**config.mk**
```make
export PLATFORM = sky130hd
export DESIGN_NAME = ilv_addr_gen
export DESIGN_NICKNAME = d
export VERILOG_FILES = /design/src/rtl/ilvag_pkg.sv /design/src/rtl/ilvag_cfg_regs.sv /design/src/rtl/ilvag_slot_ctr.sv /design/src/rtl/ilvag_stream.sv /design/src/rtl/ilv_addr_gen.sv
export SDC_FILE = /design/constraint.sdc
export NUM_CORES = 1
export LEC_CHECK = 0
export BUFFER_PORTS_ARGS = -buffer_cell sky130_fd_sc_hd__buf_4
export CORE_MARGIN = 2
export CORE_UTILIZATION = 61
export DETAILED_ROUTE_END_ITERATION = 8
export PLACE_DENSITY = 0.83
export SLEW_MARGIN = 20
export SYNTH_ARGS = -nofsm -noshare
export SYNTH_HDL_FRONTEND = slang
export SYNTH_SLANG_ARGS = --single-unit
```
**constraint.sdc**
```tcl
create_clock -name clk -period 8.1 [get_ports clk]
set_clock_uncertainty 0.15 [all_clocks]
set_input_delay 1.215 -clock clk [delete_from_list [all_inputs] [get_ports clk]]
set_output_delay 1.215 -clock clk [all_outputs]
set_load 0.005 [all_outputs]
```
**src/rtl/ilvag_pkg.sv**
```systemverilog
// Package: shared helpers for the interleaved address generator.
// Assumes callers pass widths already zero-extended to 32 bits.
package ilvag_pkg;

    // Limit a requested interleave factor to the range 1..max_f.
    function automatic int unsigned clamp_ilv(int unsigned req, int unsigned max_f);
        if (req == 0)
            return 1;
        else if (req > max_f)
            return max_f;
        else
            return req;
    endfunction

endpackage

```
**src/rtl/ilvag_cfg_regs.sv**
```systemverilog
// Configuration register bank. It captures the bases, stride, offset and
// interleave factor on load, and clamps the factor to 1..MAX_ILV.
// Assumes load is a single-cycle strobe from the control side.
module ilvag_cfg_regs #(
    parameter int ADDR_W  = 16,
    parameter int MAX_ILV = 7,
    parameter int ILV_W   = $clog2(MAX_ILV) + 1
) (
    input  logic              clk,
    input  logic              rst_n,
    input  logic              load,
    input  logic [ADDR_W-1:0] row_base_in,
    input  logic [ADDR_W-1:0] col_base_in,
    input  logic [ADDR_W-1:0] stride_in,
    input  logic [ADDR_W-1:0] offset_in,
    input  logic [ILV_W-1:0]  ilv_in,
    output logic [ADDR_W-1:0] row_base,
    output logic [ADDR_W-1:0] col_start,
    output logic [ADDR_W-1:0] stride,
    output logic [ILV_W-1:0]  ilv_eff
);
    import ilvag_pkg::*;

    logic [ADDR_W-1:0] col_base_q;
    logic [ADDR_W-1:0] offset_q;
    logic [ILV_W-1:0]  ilv_clamped;

    // Clamp the requested interleave factor.
    always_comb ilv_clamped = ILV_W'(clamp_ilv(32'(ilv_in), MAX_ILV));

    // Capture the configuration on load.
    always_ff @(posedge clk) begin
        if (!rst_n) begin
            row_base   <= '0;
            col_base_q <= '0;
            stride     <= '0;
            offset_q   <= '0;
            ilv_eff    <= ILV_W'(1);
        end else if (load) begin
            row_base   <= row_base_in;
            col_base_q <= col_base_in;
            stride     <= stride_in;
            offset_q   <= offset_in;
            ilv_eff    <= ilv_clamped;
        end
    end

    // Start of the column group: base plus group offset.
    always_comb col_start = col_base_q + offset_q;

    assert_ilv_range_R8: assert property (@(posedge clk) disable iff (!rst_n)
        (ilv_eff != '0) && (32'(ilv_eff) <= MAX_ILV));

endmodule

```
**src/rtl/ilvag_slot_ctr.sv**
```systemverilog
// Round-robin slot counter for the interleave group. It steps on each
// advance, wraps after the last slot, and clears on configuration load.
// Assumes ilv_eff is at least 1 and at most 2**SLOT_W.
module ilvag_slot_ctr #(
    parameter int SLOT_W = 3,
    parameter int ILV_W  = 4
) (
    input  logic              clk,
    input  logic              rst_n,
    input  logic              load,
    input  logic              adv,
    input  logic [ILV_W-1:0]  ilv_eff,
    output logic [SLOT_W-1:0] slot_q,
    output logic              is_last
);
    // Last slot of the current group.
    always_comb is_last = (ILV_W'(slot_q) == ilv_eff - ILV_W'(1));

    // Step or clear the slot.
    always_ff @(posedge clk) begin
        if (!rst_n)
            slot_q <= '0;
        else if (load)
            slot_q <= '0;
        else if (adv)
            slot_q <= is_last ? '0 : slot_q + SLOT_W'(1);
    end

    assert_slot_in_range_R5: assert property (@(posedge clk) disable iff (!rst_n)
        ILV_W'(slot_q) < ilv_eff);

    assert_stall_holds_slot_R6: assert property (@(posedge clk) disable iff (!rst_n)
        (!adv && !load) |=> $stable(slot_q));

    assert_load_clears_slot_R7: assert property (@(posedge clk) disable iff (!rst_n)
        load |=> (slot_q == '0));

endmodule

```
**src/rtl/ilvag_stream.sv**
```systemverilog
// One registered address stream: addr = base + mul*stride + add (mod 2^ADDR_W).
// The address register holds when en is low. The valid flag follows en.
// Assumes mul and add are already sized to fit below ADDR_W bits.
module ilvag_stream #(
    parameter int ADDR_W = 16,
    parameter int MUL_W  = 8,
    parameter int ADD_W  = 8
) (
    input  logic              clk,
    input  logic              rst_n,
    input  logic              en,
    input  logic [ADDR_W-1:0] base,
    input  logic [ADDR_W-1:0] stride,
    input  logic [MUL_W-1:0]  mul,
    input  logic [ADD_W-1:0]  add,
    output logic [ADDR_W-1:0] addr_q,
    output logic              vld_q
);
    logic [ADDR_W-1:0] addr_d;

    // Base-stride address arithmetic.
    always_comb addr_d = base + ADDR_W'(mul) * stride + ADDR_W'(add);

    // Register the address and the valid flag.
    always_ff @(posedge clk) begin
        if (!rst_n) begin
            addr_q <= '0;
            vld_q  <= 1'b0;
        end else begin
            vld_q <= en;
            if (en)
                addr_q <= addr_d;
        end
    end

    assert_hold_addr_R6: assert property (@(posedge clk) disable iff (!rst_n)
        !en |=> $stable(addr_q));

endmodule

```
**src/rtl/ilv_addr_gen.sv**
```systemverilog
// Interleaved base-stride address generator (top). The row stream repeats
// one row element across the interleave group. The column stream walks
// one column per slot, round-robin. Assumes the loop unit keeps
// inner_cnt steady for a whole group and steps it after col_last.
module ilv_addr_gen #(
    parameter int ADDR_W  = 16,
    parameter int CNT_W   = 8,
    parameter int MAX_ILV = 7,
    parameter int ILV_W   = $clog2(MAX_ILV) + 1,
    parameter int SLOT_W  = (MAX_ILV > 1) ? $clog2(MAX_ILV) : 1
) (
    input  logic              clk,
    input  logic              rst_n,
    input  logic              cfg_load,
    input  logic [ADDR_W-1:0] cfg_row_base,
    input  logic [ADDR_W-1:0] cfg_col_base,
    input  logic [ADDR_W-1:0] cfg_stride,
    input  logic [ADDR_W-1:0] cfg_offset,
    input  logic [ILV_W-1:0]  cfg_ilv,
    input  logic [CNT_W-1:0]  outer_cnt,
    input  logic [CNT_W-1:0]  inner_cnt,
    input  logic              advance,
    output logic [ADDR_W-1:0] row_addr,
    output logic              row_valid,
    output logic [ADDR_W-1:0] col_addr,
    output logic              col_valid,
    output logic [SLOT_W-1:0] col_tag,
    output logic              col_last
);
    logic [ADDR_W-1:0] row_base;
    logic [ADDR_W-1:0] col_start;
    logic [ADDR_W-1:0] stride;
    logic [ILV_W-1:0]  ilv_eff;
    logic [SLOT_W-1:0] slot_q;
    logic              slot_last;
    logic              step_en;

    // A load wins over an advance.
    always_comb step_en = advance && !cfg_load;

    ilvag_cfg_regs #(.ADDR_W(ADDR_W), .MAX_ILV(MAX_ILV), .ILV_W(ILV_W)) u_cfg (
        .clk(clk), .rst_n(rst_n), .load(cfg_load),
        .row_base_in(cfg_row_base), .col_base_in(cfg_col_base),
        .stride_in(cfg_stride), .offset_in(cfg_offset), .ilv_in(cfg_ilv),
        .row_base(row_base), .col_start(col_start), .stride(stride),
        .ilv_eff(ilv_eff)
    );

    ilvag_slot_ctr #(.SLOT_W(SLOT_W), .ILV_W(ILV_W)) u_slot (
        .clk(clk), .rst_n(rst_n), .load(cfg_load), .adv(advance),
        .ilv_eff(ilv_eff), .slot_q(slot_q), .is_last(slot_last)
    );

    // Row stream: row index scales the stride, element index adds.
    ilvag_stream #(.ADDR_W(ADDR_W), .MUL_W(CNT_W), .ADD_W(CNT_W)) u_row (
        .clk(clk), .rst_n(rst_n), .en(step_en),
        .base(row_base), .stride(stride), .mul(outer_cnt), .add(inner_cnt),
        .addr_q(row_addr), .vld_q(row_valid)
    );

    // Column stream: element index scales the stride, slot adds.
    ilvag_stream #(.ADDR_W(ADDR_W), .MUL_W(CNT_W), .ADD_W(SLOT_W)) u_col (
        .clk(clk), .rst_n(rst_n), .en(step_en),
        .base(col_start), .stride(stride), .mul(inner_cnt), .add(slot_q),
        .addr_q(col_addr), .vld_q(col_valid)
    );

    // Register the slot tag and the last flag alongside the column address.
    always_ff @(posedge clk) begin
        if (!rst_n) begin
            col_tag  <= '0;
            col_last <= 1'b0;
        end else if (step_en) begin
            col_tag  <= slot_q;
            col_last <= slot_last;
        end
    end

    assert_tag_sequence_R5: assert property (@(posedge clk) disable iff (!rst_n)
        (col_valid && $past(col_valid) && col_tag != '0)
            |-> (col_tag == SLOT_W'($past(col_tag) + SLOT_W'(1))));

    assert_last_matches_tag_R5: assert property (@(posedge clk) disable iff (!rst_n)
        col_valid |-> (col_last == (ILV_W'(col_tag) == ilv_eff - ILV_W'(1))));

    assert_load_blocks_valid_R7: assert property (@(posedge clk) disable iff (!rst_n)
        cfg_load |=> (!col_valid && !row_valid));

    assert_stall_no_valid_R6: assert property (@(posedge clk) disable iff (!rst_n)
        !advance |=> (!col_valid && !row_valid));

endmodule

```
==> metrics.yaml, run 1 <==
clock_tree:
  h-tree-depth: 3
  cts.clk_slew.worst_paths_ns: 0.08
  hold_buffers: 0
  cts-resized-gates: 0
  cts_buffers: 9
  clk_latency_ns: 0.38
  cts.sinks: 108
  cts_tree: "built"
  clk_path_buf_depth: 2
  root_buffer: "clkbuf_16"
  postCtsSetupRepairBufs: 0
floorplan:
  die_width_um: 139
  dieHeight_um: 139
  core_area_mm2: 0.0179
  dieArea_mm2: 0.0193
  rows: 49
  io_pins: 126
  start_util: 0.619
global_routing:
  overflow: 0
  grt_pass1_wl_um: 41400
  track_usage: 0.267
  grt_pass1_vias: 8743
  grt_max_degree: 72
  grt_antenna_before_repair: 0
finish:
  insertedDiodeCount: 0
  drive_above_1_share: 0.111
  nNetsFinal: 1662
  fin_util: 0.692
  area_delta_synth_final_pct: 11.9
  design_area_mm2: 0.0124
  final_cells: 1574
timing:
  period_minus_slack_ns: 5.88
  slew_viol_final: 0
  rsz0062_at_grt: "false"
  worstMarginPinSlew_ns: 0.974
  fmax_mhz: 170
  hold_viol: 0
  slew_headroom: 0.351
  fin_crit_sh: 0.726
  finalSetupViolations: 0
  holdWs_ns: 0.303
  finalSetupTns_ns: 0
place:
  dp_hpwl_um: 19400
  placed_cells: 1558
  place_area_mm2: 0.0121
  port_buffers: 125
  gp_congestion: 0.864
detailed_routing:
  ant_nets: 0
  wl_per_cell_um: 15.7
  vias_per_cell: 5.34
  drtIter0Drc: 431
  wirelength_um: 24700
  vias: 8403
  drc: 0
  dr.pass1.iters: 5
synth:
  yosys-top-cells-area: "fa_1 (30%), dfxtp_1 (20%), inv_1 (8.4%)"
  synth-edff-count: 0
  synthArstFlopShare: 0
  synthCells: 1259
  synth_nets: 1581
  synth_top_area_frac: 0.304
  yosys.area.top_type: "fa_1"
  synth_top_flop_cell: "dfxtp_1"
  ys.warnings.count: 0
  synth_commonest_cells: "inv_1 (248), fa_1 (168), nand2_1 (168), dfxtp_1 (108), nor2_1 (99)"
  yosysMostFrequentCell: "inv_1"
  synthesis.area_mm2: 0.0111
  avgSynthCellArea_um2: 8.80
  synth_seq_cells: 108
  yosysUniqueCellTypes: 48
  seq_area_frac_synth: 0.195
worst_setup_path:
  critPathRequiredTime_ns: 8.23
  critPathLaunchType: "input pin"
  arrival_ns: 6.01
  cp-end-kind: "flip-flop"
  path_class: "in -> reg"
  crit_fanout: 17
status:
  status: "complete, no violations"
power_and_ir_drop:
  p_leak_nw: 6.21
  powerDensity_mw_per_mm2: 184
  irDropWorstVdd_mv: 0.132
min_path:
  hp-class: "reg -> reg"
run:
  maxCapViolCount: 0
metal layers:
metal,GRT usage,part of all wire,up-vias,wire length (um)
met2,0.459,0.51,240,12600
met4,0.100,0.031,0,765
li1,-,-,3961,-
met1,0.347,0.41,4141,10200
met3,0.0359,0.046,61,1130
met5,0,0,-,0
worst paths after layout:
path	slack (ns)	to	cells past startpoint	from
worst min-delay path	0.30	u_row.addr_q[10]$_SDFFE_PN0P_	2	u_row.addr_q[10]$_SDFFE_PN0P_
worst min register to register	0.30	u_row.addr_q[10]$_SDFFE_PN0P_	2	u_row.addr_q[10]$_SDFFE_PN0P_
worst max register to register	2.44	u_col.addr_q[12]$_SDFFE_PN0P_	18	u_cfg.stride[6]$_SDFFE_PN0P_
worst max-delay path	2.22	u_col.addr_q[12]$_SDFFE_PN0P_	19	inner_cnt[0]
critical path, stage by stage:
cell       delay, ns
buf_4           0.21
nand2_1         0.11
fa_1            0.53
inv_1           0.05
fa_1            0.49
inv_1           0.06
fa_1            0.54
inv_1           0.05
fa_1            0.47
inv_1           0.05
fa_1            0.47
inv_1           0.04
ha_1            0.31
o21a_1          0.21
o21ai_2         0.21
nor2_1          0.09
a2111oi_2       0.45
o21ai_0         0.16
a311oi_1        0.27
placed cells by master, fill, tap and decap left out, types with 2 or more instances in the layout:
cell type	instances
dfxtp_1	108
a21oi_1	40
clkbuf_16	9
nand2b_1	3
xnor3_1	2
nor2_1	99
inv_8	2
fa_1	168
o41ai_1	2
nand3_1	8
xor2_1	10
inv_1	248
a211oi_1	5
buf_4	129
xnor2_1	42
o31ai_1	5
nand2_1	168
a311oi_1	2
inv_6	2
o21bai_1	3
o21ai_0	16
o21a_1	8
nand4_1	3
or3_1	4
o211ai_1	4
mux2i_1	65
nor3_1	8
a21o_1	7
and2_1	87
o221ai_1	2
ha_1	66
state kept, by name, indices dropped and copies added, names as in the netlist:
signal and count:
u_row.vld_q 1, u_cfg.col_base_q 16, u_col.addr_q 16, u_cfg.ilv_eff 4
col_tag 3, u_cfg.stride 16, u_row.addr_q 16, u_cfg.offset_q 16
u_slot.slot_q 3, u_cfg.row_base 16, col_last 1
metrics by stage:
step,power [mW],setup WS [ns]
6_report,2.28,2.22
5_1_grt,2.48,1.99
4_1_cts,2.30,2.25
3_5_place_dp,1.84,1.86
3_3_place_gp,1.80,1.95
2_1_floorplan,1.49,1.98
layout make-up:
class / instances / area, um^2
multi-input combinational: 843 / 7740
clock buffer: 10 / 229
tap: 229 / 287
inverter: 249 / 935
clock inverter: 6 / 63.8
sequential: 108 / 2160
fill: 1397 / 5510
timing repair buffer: 129 / 968
power breakdown:
| part | switching, mW | internal [mW] |
|---|---|---|
| registers | 0.0476 | 0.582 |
| clock network | 0.238 | 0.219 |
| logic | 0.661 | 0.532 |
| total | 0.946 | 1.33 |
cells by family (layout without fill, tap and decap cells):
group,count (synthesis),after routing,share of synthesized area
xor+xnor,55,55,0.0467
mux,65,65,0.0587
simple gates,386,386,0.156
fa+ha+maj,234,234,0.378
flops,108,108,0.195
compound gates,103,103,0.0591
buf+inv,308,394,0.106
Power figures use the tool's default switching activity.
==> run 2, diff against run 1 <==
--- a/config.mk
+++ b/config.mk
@@ -7,9 +7,9 @@
 export LEC_CHECK = 0
 export BUFFER_PORTS_ARGS = -buffer_cell sky130_fd_sc_hd__buf_4
 export CORE_MARGIN = 2
-export CORE_UTILIZATION = 61
+export CORE_UTILIZATION = 55
 export DETAILED_ROUTE_END_ITERATION = 8
-export PLACE_DENSITY = 0.83
+export PLACE_DENSITY = 0.79
 export SLEW_MARGIN = 20
 export SYNTH_ARGS = -nofsm -noshare
 export SYNTH_HDL_FRONTEND = slang
==> constraint.sdc (replaced) <==
create_clock -name clk -period 5 [get_ports clk]
set_clock_uncertainty 0.15 [all_clocks]
set_input_delay 0.75 -clock clk [delete_from_list [all_inputs] [get_ports clk]]
set_output_delay 0.75 -clock clk [all_outputs]
set_load 0.005 [all_outputs]
==> run 2 against run 1 <==
The flow now finishes with violations (setup timing). Design area increased by 11%. Worst hold slack improved by 0.00088 ns. Combinational power increased by 130%. Non-clock buffer count increased by 112. Count of clock-buffer cells in the layout decreased by 1. Critical endpoint is now u_col.addr_q[15]$_SDFFE_PN0P_. Largest cell class unchanged.
==> metrics.yaml, run 2 (synthesis results as in run 1) <==
finish:
  layout_common_cells: "inv_1 (243), buf_4 (231), fa_1 (166), nand2_1 (162), dfxtp_1 (100)"
  nFillCells: 1466  # +4.9%
  area_delta_synth_final_pct: 23.7
  final_common_cell: "inv_1"
  design_area_mm2: 0.0137  # +11%
  seqCellArea_mm2: 0.00218  # +0.93%
  drive_above_1_share: 0.220  # +0.110
  nNetsFinal: 1774  # +6.7%
  fin_util: 0.699  # +0.00744
  multi_input_area_mm2: 0.00810  # +4.6%
  insertedDiodeCount: 0  # unchanged
place:
  port_buffers: 125  # unchanged
  gp_congestion: 0.885  # +2.4%
  dp_hpwl_um: 22000  # +13%
  place_area_mm2: 0.0131  # +7.9%
power_and_ir_drop:
  comb_power_share: 0.609  # +0.086
  clkPwrFrac: 0.164  # -0.036
  internal_power_mw: 2.61  # +96%
  irDropWorstVdd_mv: 0.185  # +40%
  p_switching_mw: 1.81  # +91%
  switching_share: 0.409  # -0.00636
  p_leak_nw: 6.85  # +10%
  p_seq_frac: 0.227  # -0.049
  powerDensity_mw_per_mm2: 322  # +75%
global_routing:
  grt_antenna_before_repair: 0  # unchanged
  track_usage: 0.262  # -0.00483
  grt_max_degree: 48  # -33%
  grt_pass1_wl_um: 44900  # +8.5%
  overflow: 0  # unchanged
  grt_pass1_vias: 9205  # +5.3%
timing:
  fin_crit_sh: 1.01
  fin_ws_ns: -0.0323  # -2.25 ns
  worstMarginPinSlew_ns: 1.04  # +0.0632 ns
  slew_viol_final: 0  # unchanged
  finalSetupViolations: 3  # +3
  finalSetupTns_ns: -0.0812  # -0.0812 ns
  fmax_mhz: 199
  slew_headroom: 0.309  # -0.0421
  hold_viol: 0  # unchanged
  period_minus_slack_ns: 5.03
  rsz0062_at_grt: "true"
worst_setup_path:
  critPathRequiredTime_ns: 5.12  # -3.11 ns
  slowest_stage: "fa_1"
  cp_common_cell: "fa_1"
  path_class: "in -> reg"
  cp-end-kind: "flip-flop"
  crit_fanout: 7  # -10
  max_stage_delay_ns: 0.54  # about the same
  path_cells: "buf_4, nand2_1, fa_1, fa_1, inv_1, fa_1, fa_1, inv_1, fa_1, inv_1, ha_4, o21a_1, o21ai_4, a211o_1, a311oi_2, o21a_1, o31ai_1, and2_1"
  rr_startpoint: "u_cfg.stride[5]$_SDFFE_PN0P_"
  arrival_ns: 5.15  # -0.86 ns
  critPathLaunch: "inner_cnt[5]"
  critPathLaunchType: "input pin"
  path_delay_family: "adder cells"
  path_buf_inv: 4  # -2
floorplan:
  io_pins: 126  # unchanged
  dieArea_mm2: 0.0213  # +11%
  core_area_mm2: 0.0196  # +9.4%
  dieHeight_um: 146  # +5.2%
  rows: 51  # +4.1%
  start_util: 0.565  # -0.0533
  die_width_um: 146  # +5.2%
min_path:
  hp-class: "reg -> reg"
  hp-start: "u_row.addr_q[10]$_SDFFE_PN0P_"
clock_tree:
  clk_path_buf_depth: 2  # unchanged
  root_buffer: "clkbuf_16"
  cts_tree: "built"
  cts.sinks: 108  # unchanged
  h-tree-depth: 3  # unchanged
  cts.clk_slew.worst_paths_ns: 0.08  # about the same
  clk_latency_ns: 0.37  # about the same
  cts_buffers: 9  # unchanged
detailed_routing:
  wirelength_um: 27100  # +10%
  wl_per_cell_um: 15.8  # +0.66%
  drc: 0  # unchanged
  vias_per_cell: 5.16  # -3.4%
  dr.pass1.iters: 5  # unchanged
  vias: 8878  # +5.7%
  ant_nets: 0  # unchanged
  drtIter0Drc: 471  # +9.3%
status:
  violations: "setup timing"
  status: "finished, violations left"
run:
  maxCapViolCount: 0  # unchanged
## run 2: cell types whose count changed in the layout (fill, tap and decap cells not counted), sizes merged
cell | before | now
clkinv | 1 | 3
inv | 253 | 252
clkbuf | 10 | 9
clkinvlp | 1 | 0
buf | 129 | 241
## run 2: cell type report
class	count	area share
Sequential cell	108	0.159
Inverter	249	0.0682
Tap cell	265	0.0242
Clock inverter	6	0.00420
Clock buffer	9	0.0164
Timing Repair Buffer	241	0.137
Multi-Input combinational cell	843	0.591
## run 2: power groups by stage
stage	Clock [mW]	Sequential, mW	Combinational (mW)
floorplan	0	1.01	1.49
global placement	0	1.02	2.35
detailed placement	0	1.02	2.41
CTS	0.732	1.00	2.48
global route	0.764	1.01	2.96
finish	0.723	1.00	2.69
## run 2: path summary, 6_finish.rpt
path              slack [ns]  cells past startpoint                             to
hold reg to reg         0.30                      2  u_row.addr_q[10]$_SDFFE_PN0P_
setup / recovery       -0.03                     18  u_col.addr_q[15]$_SDFFE_PN0P_
setup reg to reg       -0.02                     15  u_col.addr_q[12]$_SDFFE_PN0P_
hold / removal          0.30                      2  u_row.addr_q[10]$_SDFFE_PN0P_
## run 2: timing repair
action,CTS,global route
pin swaps,25,29
hold buffers,0,0
gates resized for setup,29,47
setup endpoints to repair,6,14
buffers inserted,1,2
## run 2: per-stage QoR
step                hold slack [ns]  std cells  setup WS, ns  power [mW]
floorplan                     0.282       1259        -0.357        2.50
global placement              0.293       1703        -0.468        3.37
detailed placement            0.297       1703        -0.497        3.44
CTS                           0.306       1719       0.00501        4.22
global route                  0.323       1721        -0.188        4.74
finish                        0.304       1721       -0.0323        4.42
## run 2: per-layer routing
layer | routed length, um | vias to the layer above | track usage | part of all wire
met1 | 11500 | 4390 | 0.336 | 0.42
li1 | - | 4196 | - | -
met5 | 0 | - | 0 | 0
met2 | 13800 | 245 | 0.458 | 0.51
met3 | 1250 | 47 | 0.0420 | 0.046
met4 | 624 | 0 | 0.0770 | 0.023
## run 2: worst reg2reg max path, delay by kind of cell (launching register included)
kind / cells / cell delay [ns]
buf+inv: 3 / 0.29
flops: 1 / 0.38
simple gates: 2 / 0.54
compound gates: 4 / 0.73
fa+ha+maj: 6 / 2.83
==> run 3, diff against run 2 <==
--- a/config.mk
+++ b/config.mk
@@ -7,9 +7,9 @@
 export LEC_CHECK = 0
 export BUFFER_PORTS_ARGS = -buffer_cell sky130_fd_sc_hd__buf_4
 export CORE_MARGIN = 2
-export CORE_UTILIZATION = 55
+export CORE_UTILIZATION = 54
 export DETAILED_ROUTE_END_ITERATION = 8
-export PLACE_DENSITY = 0.79
+export PLACE_DENSITY = 0.77
 export SLEW_MARGIN = 20
 export SYNTH_ARGS = -nofsm -noshare
 export SYNTH_HDL_FRONTEND = slang
==> run 3 against run 2 <==
Flip-flop and latch count unchanged. Core utilization decreased by 2.3 points. The flow still finishes with violations (setup timing). Critical path type unchanged. Sequential power hardly changed. Global-route usage decreased by 0.47 points. Die area increased by 1.8%. Critical endpoint is now u_col.addr_q[14]$_SDFFE_PN0P_. Critical path depth rose by 2. Via count fell by 1.9%. Highest routed layer unchanged.
==> metrics.yaml, run 3 (synthesis results as in run 1) <==
status:
  status: "finished, violations left"
  violations: "setup timing"
timing:
  fin_crit_sh: 1.00  # -0.00260
  finalSetupViolations: 2  # -1
  slew_headroom: 0.485  # +0.176
  slew_viol_final: 0  # unchanged
  hold_viol: 0  # unchanged
  fin_ws_ns: -0.0193  # +0.0130 ns
  holdWs_ns: 0.306  # +0.00202 ns
  period_minus_slack_ns: 5.02  # -0.0130 ns
  rsz0062_at_grt: "true"
  fmax_mhz: 199  # +0.26%
  worstMarginPinSlew_ns: 0.772  # -0.264 ns
  finalSetupTns_ns: -0.0309  # +0.0502 ns
worst_setup_path:
  arrival_ns: 5.16  # about the same
  r2r_cells: 19  # +4
  path_delay_family: "adder cells"
  critPathLaunchType: "input pin"
  cp.depth: 20  # +2
  crit_path_end: "u_col.addr_q[14]$_SDFFE_PN0P_"
  critPathLaunch: "inner_cnt[1]"
  critPathRequiredTime_ns: 5.14  # +0.02 ns
  cp_common_cell: "fa_1"
  rr_startpoint: "u_cfg.stride[3]$_SDFFE_PN0P_"
  cp-end-kind: "flip-flop"
  path_buf_inv: 6  # +2
  path_class: "in -> reg"
  r2r-end: "u_col.addr_q[14]$_SDFFE_PN0P_"
  max_stage_delay_ns: 0.53  # about the same
  crit_fanout: 6  # -1
  slowest_stage: "fa_1"
  reg2reg_slack_ns: 0.02  # +0.04 ns
  path_cells: "buf_12, nand2_2, fa_1, inv_2, fa_1, inv_2, fa_1, inv_1, fa_1, inv_1, fa_1, inv_2, ha_4, o21a_1, o21ai_2, nor2_1, a2111oi_4, o31ai_1, xnor2_1, o21ai_0"
detailed_routing:
  wirelength_um: 26700  # -1.8%
  drtIter0Drc: 398  # -15%
  drc: 0  # unchanged
  ant_nets: 0  # unchanged
  vias_per_cell: 5.04  # -2.3%
  dr.pass1.iters: 5  # unchanged
  wl_per_cell_um: 15.4  # -2.1%
  vias: 8705  # -1.9%
floorplan:
  dieArea_mm2: 0.0217  # +1.8%
  rows: 52  # +2.0%
  die_width_um: 147  # +0.90%
  start_util: 0.549  # -0.0162
  io_pins: 126  # unchanged
  core_area_mm2: 0.0202  # +3.0%
  dieHeight_um: 147  # +0.90%
clock_tree:
  cts_tree: "built"
  cts_buffers: 9  # unchanged
  clk_latency_ns: 0.37  # about the same
  h-tree-depth: 3  # unchanged
  hold_buffers: 0  # unchanged
  cts.clk_slew.worst_paths_ns: 0.08  # about the same
  cts.sinks: 108  # unchanged
  clk_path_buf_depth: 2  # unchanged
  root_buffer: "clkbuf_16"
power_and_ir_drop:
  p_leak_nw: 6.84  # -0.20%
  power_mw: 4.29  # -2.8%
  powerDensity_mw_per_mm2: 315  # -2.3%
  irDropWorstVdd_mv: 0.178  # -4.1%
global_routing:
  overflow: 0  # unchanged
  grt_pass1_vias: 9074  # -1.4%
  track_usage: 0.257  # -0.00467
  grt_pass1_wl_um: 44300  # -1.4%
  grt_max_degree: 70  # +46%
  grt_antenna_before_repair: 0  # unchanged
finish:
  fin_util: 0.676  # -0.0232
  insertedDiodeCount: 0  # unchanged
  final_cells: 1727  # +0.35%
  final_common_cell: "inv_1"
  design_area_mm2: 0.0136  # -0.46%
  nNetsFinal: 1774  # unchanged
  area_delta_synth_final_pct: 23.1
  layout_common_cells: "inv_1 (244), buf_4 (231), nand2_1 (164), fa_1 (164), dfxtp_1 (99)"
  drive_above_1_share: 0.216  # -0.00496
place:
  gp_congestion: 0.903  # +2.0%
  dp_hpwl_um: 21700  # -1.6%
  dp_slack_ns: -0.524  # -0.0268 ns
  place_area_mm2: 0.0131  # +0.24%
  port_buffers: 125  # unchanged
  placed_cells: 1708  # +0.29%
min_path:
  hp-class: "reg -> reg"
run:
  maxCapViolCount: 0  # unchanged
-- run 3: changes by cell type in the layout (fill, tap and decap cells not counted), sizes merged --
cell / before / now
clkinv: 3 / 1
clkbuf: 9 / 11
buf: 241 / 240
inv: 252 / 254
-- run 3: how the worst min path moves through the flow --
stage / start / endpoint / slack (ns) / depth (start not counted)
2_1_floorplan: u_slot.slot_q[2]$_SDFFE_PP0P_ / col_tag[2]$_SDFFE_PN0P_ / 0.28 / 2
3_3_place_gp: u_col.addr_q[7]$_SDFFE_PN0P_ / u_col.addr_q[7]$_SDFFE_PN0P_ / 0.29 / 2
3_5_place_dp: u_col.addr_q[7]$_SDFFE_PN0P_ / u_col.addr_q[7]$_SDFFE_PN0P_ / 0.29 / 2
4_1_cts: u_col.addr_q[7]$_SDFFE_PN0P_ / u_col.addr_q[7]$_SDFFE_PN0P_ / 0.31 / 2
5_1_grt: u_row.addr_q[6]$_SDFFE_PN0P_ / u_row.addr_q[6]$_SDFFE_PN0P_ / 0.32 / 2
6_report: u_col.addr_q[7]$_SDFFE_PN0P_ / u_col.addr_q[7]$_SDFFE_PN0P_ / 0.31 / 2
-- run 3: area by class of cell --
| cell class | instances | area [um^2] |
|---|---|---|
| Timing Repair Buffer | 241 | 1880 |
| Inverter | 249 | 935 |
| Multi-Input combinational cell | 843 | 8020 |
| Clock inverter | 6 | 62.6 |
| Sequential cell | 108 | 2180 |
| Tap cell | 270 | 338 |
| Fill cell | 1575 | 6530 |
| Clock buffer | 10 | 229 |
-- run 3: what timing repair did --
action                                  4_1_cts  5_1_grt
buffers inserted                              0        3
resized for setup                            14       44
endpoints found under the hold margin         0        0
pin swaps                                     2       29
gates cloned                                  0        0
endpoints found under the setup margin        8       17
-- run 3: report_power, final --
part | internal, mW | switching [mW]
clock | 0.355 | 0.384
sequential | 0.943 | 0.0588
combinational | 1.26 | 1.29
-- run 3: routing by layer --
metal,GRT usage,up-vias,wire length (um)
met5,0,-,0
met3,0.0398,41,1020
met4,0.0726,0,582
met1,0.338,4281,11800
met2,0.444,183,13300
li1,-,4200,-
-- run 3: worst reg2reg max path, delay by kind of cell (launching register included) --
| kind | cells | cell delay, ns |
|---|---|---|
| flip-flops | 1 | 0.38 |
| AND/OR/NAND/NOR | 2 | 0.26 |
| AO/OA/AOI/OAI | 5 | 1.03 |
| XOR/XNOR | 1 | 0.13 |
| adder cells (fa/ha/maj) | 6 | 2.62 |
| buffers and inverters | 5 | 0.35 |
